[src/rtl/rr_pkg.sv]
package rr_pkg;

    // Index of each measurement side in the counter array
    localparam int SIDE_IN  = 0;
    localparam int SIDE_OUT = 1;

    // Phase of the publish controller
    typedef enum logic [1:0] {
        PH_IDLE   = 2'd0,
        PH_DIVIDE = 2'd1,
        PH_DECIDE = 2'd2
    } rr_phase_e;

endpackage

[src/rtl/rr_window_counter.sv]
module rr_window_counter #(
    parameter int CNT_W    = 24,
    parameter int WIN_LOG2 = 8
) (
    input  logic             clk,
    input  logic             rst_n,
    input  logic             strobe,
    output logic             done_o,
    output logic [CNT_W-1:0] count_o
);

    typedef struct packed {
        logic                armed;
        logic [WIN_LOG2-1:0] stb;
        logic [CNT_W-1:0]    cyc;
        logic                done;
        logic [CNT_W-1:0]    count;
    } win_state_t;

    win_state_t st_d, st_q;

    always_comb begin
        st_d      = st_q;
        st_d.done = 1'b0;
        if (!st_q.armed) begin
            if (strobe) begin
                st_d.armed = 1'b1;
                st_d.cyc   = '0;
                st_d.stb   = '0;
            end
        end else begin
            if (!(&st_q.cyc)) begin
                st_d.cyc = st_q.cyc + 1'b1;
            end
            if (strobe) begin
                st_d.stb = st_q.stb + 1'b1;
                if (&st_q.stb) begin
                    st_d.done  = 1'b1;
                    st_d.count = (&st_q.cyc) ? st_q.cyc : st_q.cyc + 1'b1;
                    st_d.cyc   = '0;
                end
            end
        end
    end

    always_ff @(posedge clk) begin
        if (!rst_n) begin
            st_q <= '0;
        end else begin
            st_q <= st_d;
        end
    end

    assign done_o  = st_q.done;
    assign count_o = st_q.count;

endmodule

[src/rtl/rr_divider.sv]
module rr_divider #(
    parameter int NUM_W = 24,
    parameter int QW    = 21
) (
    input  logic             clk,
    input  logic             rst_n,
    input  logic             start,
    input  logic [NUM_W-1:0] num,
    input  logic [NUM_W-1:0] den,
    output logic             done_o,
    output logic [QW-1:0]    quot_o
);

    localparam int SW = $clog2(QW);

    typedef struct packed {
        logic             busy;
        logic [SW-1:0]    step;
        logic [NUM_W:0]   rem;
        logic [NUM_W-1:0] den;
        logic [QW-1:0]    quot;
        logic             done;
    } div_state_t;

    div_state_t st_d, st_q;
    logic [NUM_W:0] trial;
    logic           fits;

    always_comb begin
        st_d      = st_q;
        st_d.done = 1'b0;
        fits      = (st_q.rem >= {1'b0, st_q.den});
        trial     = fits ? (st_q.rem - {1'b0, st_q.den}) : st_q.rem;
        if (!st_q.busy) begin
            if (start) begin
                st_d.busy = 1'b1;
                st_d.step = '0;
                st_d.rem  = {1'b0, num};
                st_d.den  = den;
                st_d.quot = '0;
            end
        end else begin
            st_d.quot = {st_q.quot[QW-2:0], fits};
            st_d.rem  = {trial[NUM_W-1:0], 1'b0};
            st_d.step = st_q.step + 1'b1;
            if (st_q.step == SW'(QW - 1)) begin
                st_d.busy = 1'b0;
                st_d.done = 1'b1;
            end
        end
    end

    always_ff @(posedge clk) begin
        if (!rst_n) begin
            st_q <= '0;
        end else begin
            st_q <= st_d;
        end
    end

    assign done_o = st_q.done;
    assign quot_o = st_q.quot;

endmodule

[src/rtl/rr_publisher.sv]
module rr_publisher
    import rr_pkg::*;
#(
    parameter int CNT_W    = 24,
    parameter int FRAC_W   = 20,
    parameter int WIN_LOG2 = 8
) (
    input  logic              clk,
    input  logic              rst_n,
    input  logic              in_done,
    input  logic [CNT_W-1:0]  in_count,
    input  logic              out_done,
    input  logic [CNT_W-1:0]  out_count,
    input  logic              div_done,
    input  logic [FRAC_W:0]   div_quot,
    output logic              div_start,
    output logic [CNT_W-1:0]  div_num,
    output logic [CNT_W-1:0]  div_den,
    output logic [FRAC_W:0]   ratio_o,
    output logic              decim_o,
    output logic              update_o
);

    localparam int RW             = FRAC_W + 1;
    localparam logic [RW-1:0] ONE  = RW'(1) << FRAC_W;
    localparam logic [RW-1:0] HYST = RW'(2) << (FRAC_W - WIN_LOG2);

    typedef struct packed {
        logic [CNT_W-1:0] in_cnt;
        logic             in_vld;
        rr_phase_e        phase;
        logic [RW-1:0]    cand;
        logic             cand_decim;
        logic [CNT_W-1:0] num;
        logic [CNT_W-1:0] den;
        logic             start;
        logic [RW-1:0]    ratio;
        logic             decim;
        logic             upd;
        logic             seeded;
    } pub_state_t;

    pub_state_t    st_d, st_q;
    logic [RW-1:0] gap;
    logic          moved;

    always_comb begin
        st_d       = st_q;
        st_d.start = 1'b0;
        st_d.upd   = 1'b0;
        gap        = (st_q.cand >= st_q.ratio) ? (st_q.cand - st_q.ratio)
                                               : (st_q.ratio - st_q.cand);
        moved      = (gap > HYST);

        if (in_done) begin
            st_d.in_cnt = in_count;
            st_d.in_vld = 1'b1;
        end

        case (st_q.phase)
            PH_IDLE: begin
                if (out_done && st_q.in_vld) begin
                    if (st_q.in_cnt >= out_count) begin
                        st_d.cand       = ONE;
                        st_d.cand_decim = 1'b0;
                        st_d.phase      = PH_DECIDE;
                    end else begin
                        st_d.num   = st_q.in_cnt;
                        st_d.den   = out_count;
                        st_d.start = 1'b1;
                        st_d.phase = PH_DIVIDE;
                    end
                end
            end
            PH_DIVIDE: begin
                if (div_done) begin
                    st_d.cand       = div_quot;
                    st_d.cand_decim = 1'b1;
                    st_d.phase      = PH_DECIDE;
                end
            end
            PH_DECIDE: begin
                if (!st_q.seeded || (st_q.cand_decim != st_q.decim) || moved) begin
                    st_d.ratio  = st_q.cand;
                    st_d.decim  = st_q.cand_decim;
                    st_d.upd    = 1'b1;
                    st_d.seeded = 1'b1;
                end
                st_d.phase = PH_IDLE;
            end
            default: st_d.phase = PH_IDLE;
        endcase
    end

    always_ff @(posedge clk) begin
        if (!rst_n) begin
            st_q       <= '0;
            st_q.phase <= PH_IDLE;
            st_q.ratio <= ONE;
        end else begin
            st_q <= st_d;
        end
    end

    assign div_start = st_q.start;
    assign div_num   = st_q.num;
    assign div_den   = st_q.den;
    assign ratio_o   = st_q.ratio;
    assign decim_o   = st_q.decim;
    assign update_o  = st_q.upd;

endmodule

[src/rtl/rate_ratio_tracker.sv]
module rate_ratio_tracker
    import rr_pkg::*;
#(
    parameter int CNT_W    = 24,
    parameter int FRAC_W   = 20,
    parameter int WIN_LOG2 = 8
) (
    input  logic            clk,
    input  logic            rst_n,
    input  logic            in_stb,
    input  logic            out_stb,
    output logic [FRAC_W:0] ratio_o,
    output logic            decim_o,
    output logic            update_o
);

    localparam int RW = FRAC_W + 1;

    logic [1:0]             stb_vec;
    logic [1:0]             win_done;
    logic [1:0][CNT_W-1:0]  win_count;
    logic                   div_start;
    logic [CNT_W-1:0]       div_num;
    logic [CNT_W-1:0]       div_den;
    logic                   div_done;
    logic [RW-1:0]          div_quot;

    assign stb_vec[SIDE_IN]  = in_stb;
    assign stb_vec[SIDE_OUT] = out_stb;

    for (genvar gi = 0; gi < 2; gi++) begin : g_side
        rr_window_counter #(
            .CNT_W    (CNT_W),
            .WIN_LOG2 (WIN_LOG2)
        ) u_win (
            .clk     (clk),
            .rst_n   (rst_n),
            .strobe  (stb_vec[gi]),
            .done_o  (win_done[gi]),
            .count_o (win_count[gi])
        );
    end

    rr_divider #(
        .NUM_W (CNT_W),
        .QW    (RW)
    ) u_div (
        .clk    (clk),
        .rst_n  (rst_n),
        .start  (div_start),
        .num    (div_num),
        .den    (div_den),
        .done_o (div_done),
        .quot_o (div_quot)
    );

    rr_publisher #(
        .CNT_W    (CNT_W),
        .FRAC_W   (FRAC_W),
        .WIN_LOG2 (WIN_LOG2)
    ) u_pub (
        .clk       (clk),
        .rst_n     (rst_n),
        .in_done   (win_done[SIDE_IN]),
        .in_count  (win_count[SIDE_IN]),
        .out_done  (win_done[SIDE_OUT]),
        .out_count (win_count[SIDE_OUT]),
        .div_done  (div_done),
        .div_quot  (div_quot),
        .div_start (div_start),
        .div_num   (div_num),
        .div_den   (div_den),
        .ratio_o   (ratio_o),
        .decim_o   (decim_o),
        .update_o  (update_o)
    );

endmodule

[config.mk]
export PLATFORM = sky130hd
export DESIGN_NAME = rate_ratio_tracker
export DESIGN_NICKNAME = d
export VERILOG_FILES = /design/src/rtl/rr_pkg.sv /design/src/rtl/rr_window_counter.sv /design/src/rtl/rr_divider.sv /design/src/rtl/rr_publisher.sv /design/src/rtl/rate_ratio_tracker.sv
export SDC_FILE = /design/constraint.sdc
export NUM_CORES = 1
export LEC_CHECK = 0
export BUFFER_PORTS_ARGS = -buffer_cell sky130_fd_sc_hd__buf_2
export CORE_MARGIN = 3
export CORE_UTILIZATION = 50
export CTS_CLUSTER_DIAMETER = 120
export DETAILED_ROUTE_END_ITERATION = 10
export PLACE_DENSITY = 0.66
export SYNTH_ARGS = -nofsm -noshare
export SYNTH_HDL_FRONTEND = slang
export SYNTH_HIERARCHICAL = 1
export SYNTH_SLANG_ARGS = --single-unit
[constraint.sdc]
create_clock -name clk -period 5.2 [get_ports clk]
set_input_delay 1.04 -clock clk [delete_from_list [all_inputs] [get_ports clk]]
set_output_delay 1.04 -clock clk [all_outputs]
set_load 0.05 [all_outputs]
Word-level counts from Yosys, hierarchy flattened. Index checks and enable logic that the tools add are counted.

Register bits after elaboration: 315. Input bits: 4. Logic and storage cells: 104.

Add/sub/neg operators: 8. $lt $le $gt $ge: 4. Eq/ne operators: 7. Multiplexer cells: 27. Bitwise operators: 3. Reduce and logical (&&, ||, !) cells: 26.

Operators with widths (count): two-way mux 49 bit (3); two-way mux 57 bit (2); two-way mux 24 bit (4); two-way mux 76 bit (1); two-way mux 73 bit (1); two-way mux 33 bit (2); two-way mux 32 bit (2); adder 24 x 1 -> 24 bit, second input constant (2); AND reduction 24 bit (2); case mux 22 bit (2 select lines) (1); two-way mux 21 bit (2); subtractor 21 bit (2); two-way mux 31 bit (1); >= comparator 25 x 24 -> 1 bit (1); >= comparator 24 bit (1); subtractor 24 bit (1); two-way mux 22 bit (1); >= comparator 21 bit (1); greater-than comparator 21 x 14 -> 1 bit, second input constant (1); AND reduction 10 bit (2); adder 8 x 1 -> 8 bit, second input constant (2); AND reduction 8 bit (2); AND reduction 3 bit (4); AND reduction 2 bit (5); 18 further kinds (29).

Depth between registers and ports, before layout. Gate-level depths: netlist (run 1).

Word-level depth: 5. Gate-level depth with buffers: 17.

By module. Netlist (run 1), hierarchy kept.

By module, submodules not included: rr_publisher (times used 1, cells an instance 914, area each 7940.1 um^2); rr_window_counter (times used 2, cells an instance 391, area each 3245.6 um^2); rr_divider (times used 1, cells an instance 559, area each 4689.5 um^2).

Worst setup path after synthesis (run 1). OpenSTA, ideal clock, no wires.

Kind: reg-to-reg. From: register u_pub.st_q (netlist bit u_pub/ratio_o[1]). To: register u_pub.st_q (netlist bit u_pub/ratio_o[10]). Setup time: 0.072 ns. Data arrival time: 3.180 ns. Required time: 5.128 ns. Slack: 1.949 ns. Stages on the path, launching flop included: 17. Path buffers: 3. Clock period less this slack: 3.251 ns. Cells stage by stage: dfxtp_1 inv_1 ha_1 nor2b_1 o21a_1 o2111a_2 a211oi_4 o21bai_4 buf_6 o211a_1 a2111oi_2 a41oi_1 a221oi_2 nand2b_1 buf_6 buf_12 mux2i_1.

Word-level cells in the longest chain between the ends: 5. Elaborated cells between the ends (all ways): 7.

RTL lines: from (decl) (line rr_publisher.sv:43) `pub_state_t st_d, st_q;`; from (signal assigned) (line rr_publisher.sv:101) `st_q <= st_d;`; subtractor 21 bit (tied with other cells) (line rr_publisher.sv:52) `: (st_q.ratio - st_q.cand);`; two-way mux 21 bit (*) (line rr_publisher.sv:51) `gap = (st_q.cand >= st_q.ratio) ? (st_q.cand - st_q.ratio)`; greater-than comparator 21 x 14 -> 1 bit (*) (line rr_publisher.sv:53) `moved = (gap > HYST);`; logical OR 1 bit (*) (line rr_publisher.sv:83) `if (!st_q.seeded || (st_q.cand_decim != st_q.decim) || moved) begin`; AND reduction 2 bit (no line) (*).

Every way passes the cells marked *; elsewhere a longest branch is shown, timed or not. A chain may end at the register's enable or synchronous reset.

Worst setup path after layout (run 1).
From: register u_pub.st_q (netlist bit u_pub/ratio_o[14]). To: register u_pub.st_q (netlist bit u_pub/ratio_o[12]).

Same word-level chain as after synthesis.

==> impl_metrics.tcl, run 1 <==
set metrics [dict create \
    status "complete, no violations" \
    placed_cells 2531 \
    slowest_stage "a2111oi_0" \
    grt_max_degree 79 \
    clkSlewWorstSetupHoldPaths_ps 60 \
    syn_area_per_cell_sq_um 8.48 \
    rr_startpoint "u_pub/ratio_o[14]" \
    gp_congestion 0.923 \
    core_sq_mm 0.0371 \
    syn_inst 2255 \
    dr.pass1.iters 5 \
    hold_end "u_div/st_q[31]" \
    synth.distinct_cells 110 \
    power_per_cell_area_mw_per_mm2 262 \
    synth_area_sq_mm 0.0191 \
    startpoint_type "flip-flop" \
    relSlewSlack 0.157 \
    cpPeakStageDelay_ps 950 \
    rows 70 \
    dieArea_sq_mm 0.0406 \
    grt_use_total 0.221 \
    p_leak_uw 0.00779 \
    vias 14948 \
    finClkSkew_ps 15.4 \
    finalNonFillerCells 2595 \
    ant_nets 0 \
    worstSetupPathType "flip-flop to flip-flop" \
    synth.most_common_cell "dfxtp_1" \
    post_drt_wl_per_cell_um 17.8 \
    via_per_inst 5.76 \
    postCtsSetupRepairBufs 0 \
    hold_viol_final 0 \
    synth_seq_area_share 0.330 \
    drive_gt1_frac 0.100 \
    layout_min_cycle_time_ps 4690 \
    period_share 0.901 \
    grt_pass1_vias 13693 \
    clkSinkCount 315 \
    fin_nets 2166 \
    dpl_worst_slack_ps 644 \
    tns_ps 0 \
    synth_top_area_frac 0.330 \
    max_freq_mhz 213 \
    root_buffer "clkbuf_16" \
    cp.required_ps 5660 \
    worst_pin_slew_ps 1260 \
    hold_depth 2 \
    hold_buffers 0 \
    synthTopCellsByArea "dfxtp_1 33%, ha_1 6.2%, mux2i_1 5.9%" \
    maxSlewViolCount 0 \
    setup_viol 0 \
    n_antenna_cell 0 \
    r2r_cells 14 \
    yosys.area.top_type "dfxtp_1" \
    cts_made_buffers 35 \
    cp_max_fo 23 \
    grt_pass1_wl_um 75200 \
    ys_ff_latch 315 \
    fill_cells 3489 \
    rsz0062_at_grt "no" \
    synth_edf_count 0 \
    port_buffers 26 \
    synth_ff_type "dfxtp_1" \
    finalWorstSetupSlack_ps 514 \
    fp.dieH_um 202 \
    io_pins 27 \
    drtIter0Drc 1035 \
    hp-start "u_div/st_q[31]" \
    crit_chain "inv_1, ha_1, and4_1, nand2_1, a2111oi_0, o32ai_2, xor2_1, nor2_1, a2111oi_2, a41oi_1, a221oi_2, nand2b_1, buf_4, mux2i_1" \
    hold_class "flip-flop to flip-flop" \
    antenna_found_initial 0 \
    ir_worst_vdd_mv 0.193 \
    synth.top_cells.by_count "315 x dfxtp_1, 188 x nor2_1, 183 x nand2_1" \
    start_util 0.515 \
    drv_cap 0 \
    cts-resized-gates 0 \
    drc 0 \
    htreeDepth 2 \
    cp.arrival_ps 5140 \
    syn-num-nets 2357 \
    hold_slack_ps 460 \
    syn2layout_area_growth_pct 2.15 \
    clockBufferDepth 3 \
    design_area_sq_mm 0.0195 \
    chipWidth_um 202 \
    dp_hpwl_um 33400 \
    grt_overflow 0 \
    timing.rr.end "u_pub/ratio_o[12]" \
    yosysWarnings 6 \
    cts_tree "built" \
    drt-total-wl_um 46200 \
    r2r_slack_ps 510 \
    async_reset_ff_frac 0 \
    worstSetupEndpointType "flip-flop" \
    dpl_cell_area_sq_mm 0.0183 \
    clkLatencyLatePin_ps 540 \
]
[flip-flops by register name, summed over array words and instances, names as in the netlist]
name,cells
u_pub/st_q,50
u_div/st_q,55
u_pub/update_o,1
u_div/quot_o,21
u_pub/div_start,1
g_side.u_win/st_q,66
g_side.u_win/count_o,48
u_pub/div_num,24
u_pub/div_den,24
u_pub/decim_o,1
g_side.u_win/done_o,2
u_div/done_o,1
u_pub/ratio_o,21
[worst max path at each step]
stage | slack, ps | startpoint | end
6_report | 510 | u_pub/ratio_o[14] | u_pub/ratio_o[12]
5_1_grt | 250 | u_pub/ratio_o[14] | u_pub/ratio_o[12]
4_1_cts | 620 | u_pub/ratio_o[14] | u_pub/ratio_o[10]
3_5_place_dp | 640 | u_pub/ratio_o[14] | u_pub/ratio_o[10]
3_3_place_gp | 600 | u_pub/ratio_o[14] | u_pub/ratio_o[11]
2_1_floorplan | 1950 | u_pub/ratio_o[1] | u_pub/ratio_o[10]
[kinds of logic after synthesis]
kind of cell               Yosys count  synth area share
adders and majority gates           98            0.0653
buffers and inverters              402             0.115
muxes                              135            0.0724
DFF                                315             0.330
AOI/OAI and AO/OA                  598             0.215
xor gates and xnor gates            76            0.0348
and+or+nand+nor                    631             0.168
[cell type report]
type / count / area, sq um / share of cell area
Clock inverter: 16 / 199 / 0.0102
Timing Repair Buffer: 45 / 275 / 0.0141
Sequential cell: 315 / 6310 / 0.323
Tap cell: 504 / 631 / 0.0323
Inverter: 129 / 484 / 0.0248
Multi-Input combinational cell: 1538 / 10600 / 0.544
Clock buffer: 48 / 1000 / 0.0514
[metal layers]
layer / GRT usage / vias up / part of all wire
met4: 0.0548 / 0 / 0.021
met5: 0 / - / 0
met1: 0.334 / 7063 / 0.51
met2: 0.333 / 341 / 0.42
met3: 0.0290 / 76 / 0.045
li1: - / 7468 / -
[per-stage QoR]
stage                     utilization  total power [uW]
after floorplan                     -              2560
after global placement          0.494              2590
after detailed placement        0.494              2590
after CTS                       0.526              5170
after global routing            0.526              5280
final                           0.526              5110
[layout by cell type, fill, tap and decap left out, types with 20 or more instances in the layout]
cell type / n
dfxtp_1: 315
nor2_1: 188
nand2_1: 183
a21oi_1: 144
inv_1: 125
mux2i_1: 113
o21ai_0: 108
ha_1: 95
a31oi_1: 50
xnor2_1: 46
nand3_1: 45
a22o_1: 41
a211oi_1: 36
a21o_1: 36
clkbuf_16: 35
nand4_1: 31
xor2_1: 30
a21boi_0: 30
nor3_1: 26
buf_2: 25
nand2b_1: 22
buf_4: 20
mux2_2: 20
[where the power goes]
part,switching (uW),internal [uW]
combinational,82.0,25.8
clock,1050,1520
sequential,10.4,2420
total,1140,3970
[critical path, delay by kind of cell, from the launching register on]
| family | cells | cell delay, ps |
|---|---|---|
| muxes | 1 | 280 |
| adders and majority gates | 1 | 580 |
| buffers and inverters | 2 | 470 |
| DFF | 1 | 370 |
| AOI/OAI and AO/OA | 5 | 1820 |
| xor gates and xnor gates | 1 | 170 |
| and+or+nand+nor | 4 | 900 |
Power figures use the tool's default switching activity.
==> run 2, diff against run 1 <==
--- a/config.mk
+++ b/config.mk
@@ -5,9 +5,10 @@
 export SDC_FILE = /design/constraint.sdc
 export NUM_CORES = 1
 export LEC_CHECK = 0
-export BUFFER_PORTS_ARGS = -buffer_cell sky130_fd_sc_hd__buf_2
+export BUFFER_PORTS_ARGS = -buffer_cell sky130_fd_sc_hd__buf_4
 export CORE_MARGIN = 3
 export CORE_UTILIZATION = 50
+export CTS_BUF_LIST = sky130_fd_sc_hd__clkbuf_16
 export CTS_CLUSTER_DIAMETER = 120
 export DETAILED_ROUTE_END_ITERATION = 10
 export PLACE_DENSITY = 0.66
==> constraint.sdc (replaced) <==
create_clock -name clk -period 4.6 [get_ports clk]
set_input_delay 0.92 -clock clk [delete_from_list [all_inputs] [get_ports clk]]
set_output_delay 0.92 -clock clk [all_outputs]
set_load 0.05 [all_outputs]
==> impl_metrics.tcl, run 2 (synthesis results as in run 1) <==
set metrics [dict create \
    use_met3 0.0299 \
    clkSlewWorstSetupHoldPaths_ps 60 \
    via_per_inst 5.70 \
    grt_pass1_vias 13924 \
    dp_hpwl_um 33900 \
    layout_min_cycle_time_ps 4230 \
    gp_congestion 0.933 \
    postCtsSetupRepairBufs 0 \
    grt_max_degree 76 \
    period_share 0.919 \
    grt_use_total 0.220 \
    tns_ps 0 \
    grt_overflow 0 \
    fin_nets 2172 \
    r2r_slack_ps 370 \
    top_usage_layer "met2" \
    power_per_cell_area_mw_per_mm2 287 \
    post_drt_wl_per_cell_um 17.7 \
    setup_viol 0 \
    vias 14828 \
    htreeDepth 2 \
    rr_startpoint "u_pub/ratio_o[14]" \
    clockBufferDepth 3 \
    grt_pass1_wl_um 74600 \
    timing.rr.end "u_pub/ratio_o[13]" \
    finClkSkew_ps 10.2 \
    root_buffer "clkbuf_16" \
    use_met1 0.328 \
    cp_max_fo 15 \
    relSlewSlack 0.212 \
    largest_register_ffs 66 \
    drive_gt1_frac 0.0978 \
    drt-total-wl_um 45900 \
    max_freq_mhz 237 \
    cts_made_buffers 36 \
    fp.dieH_um 202 \
    n_antenna_cell 0 \
    hold_slack_ps 460 \
    ir_worst_vdd_mv 0.282 \
    startpoint "u_pub/ratio_o[14]" \
    io_pins 27 \
    fill_cells 3520 \
    worst_pin_slew_ps 1180 \
    start_util 0.515 \
    rows 70 \
    drtIter0Drc 1077 \
    core_sq_mm 0.0371 \
    chipWidth_um 202 \
    maxSlewViolCount 0 \
    clkSinkCount 315 \
    final_common_cell "dfxtp_1" \
    crit_end "u_pub/ratio_o[13]" \
    p_leak_uw 0.00782 \
    hold_depth 2 \
    final_cell_mix "315 x dfxtp_1, 188 x nor2_1, 183 x nand2_1, 144 x a21oi_1, 132 x inv_1" \
    antenna_found_initial 0 \
    dr.pass1.iters 5 \
    dieArea_sq_mm 0.0406 \
    status "complete, no violations" \
    rsz0062_at_grt "no" \
    cts_tree "built" \
    drc 0 \
    ant_nets 0 \
    cts-resized-gates 0 \
    clkLatencyLatePin_ps 530 \
    reg_top3 "g_side.u_win/st_q x66, u_div/st_q x55, u_pub/st_q x50" \
    hold_class "flip-flop to flip-flop" \
    drv_cap 0 \
    port_buffers 26 \
    worstSetupEndpointType "flip-flop" \
    hold_viol_final 0 \
    use_met2 0.337 \
    cp.arrival_ps 4680 \
    cp.required_ps 5050 \
    hold_buffers 0 \
    syn2layout_area_growth_pct 2.37 \
    r2r_cells 15 \
    startpoint_type "flip-flop" \
    worstSetupPathType "flip-flop to flip-flop" \
    top_register "g_side.u_win/st_q" \
]
run 2: worst min-delay path by stage:
stage / start / slack, ps / end
2_1_floorplan: u_pub/st_q[0] / 430 / u_pub/st_q[0]
3_3_place_gp: u_pub/st_q[97] / 450 / u_pub/st_q[97]
3_5_place_dp: u_pub/div_den[7] / 460 / u_div/st_q[29]
4_1_cts: u_pub/div_den[7] / 460 / u_div/st_q[29]
5_1_grt: u_div/st_q[23] / 480 / u_div/st_q[23]
6_report: u_pub/div_den[7] / 460 / u_div/st_q[29]
run 2: power breakdown:
group          leakage (uW)  internal (uW)  switching [uW]
combinational       0.00470           30.3            93.9
clock              0.000581           1600            1130
sequential          0.00254           2730            12.0
total               0.00782           4370            1240
run 2: worst max-delay path, cell delays in order, from the launching register on:
cell       delay (ps)
dfxtp_1           370
inv_1              60
ha_1              550
and4_1            410
nand2_1           200
a2111oi_0         570
buf_4             240
o32ai_2            80
xor2_1            160
nor2_1             70
a2111oi_2         230
a41oi_1           170
a221oi_2          290
nand2b_1          180
buf_4             330
mux2i_1           230
run 2: metal layers:
| layer | vias to the layer above | share of wire |
|---|---|---|
| met5 | - | 0 |
| met4 | 0 | 0.018 |
| met3 | 45 | 0.040 |
| met2 | 260 | 0.43 |
| met1 | 7026 | 0.51 |
| li1 | 7497 | - |
run 2: stage by stage:
| stage | cell area, sq um | instances | setup slack (ps) | total power, uW | util |
|---|---|---|---|---|---|
| 3_3_place_gp | 18400 | 2536 | 667 | 2930 | 0.497 |
| 4_1_cts | 19600 | 2600 | 494 | 5690 | 0.527 |
| 5_1_grt | 19600 | 2600 | 172 | 5820 | 0.527 |
| 6_report | 19600 | 2600 | 374 | 5610 | 0.527 |
| 2_1_floorplan | 19100 | 2255 | 1350 | 2890 | - |
| 3_5_place_dp | 18400 | 2536 | 522 | 2930 | 0.497 |
run 2: final cells by class:
cell class | instances | area, sq um | area share
clock buffers | 36 | 901 | 0.0460
well taps | 504 | 631 | 0.0322
clock inverters | 28 | 233 | 0.0119
multi-input cells | 1538 | 10600 | 0.543
flip-flops and latches | 315 | 6310 | 0.322
inverters | 129 | 484 | 0.0247
repair buffers | 50 | 388 | 0.0198
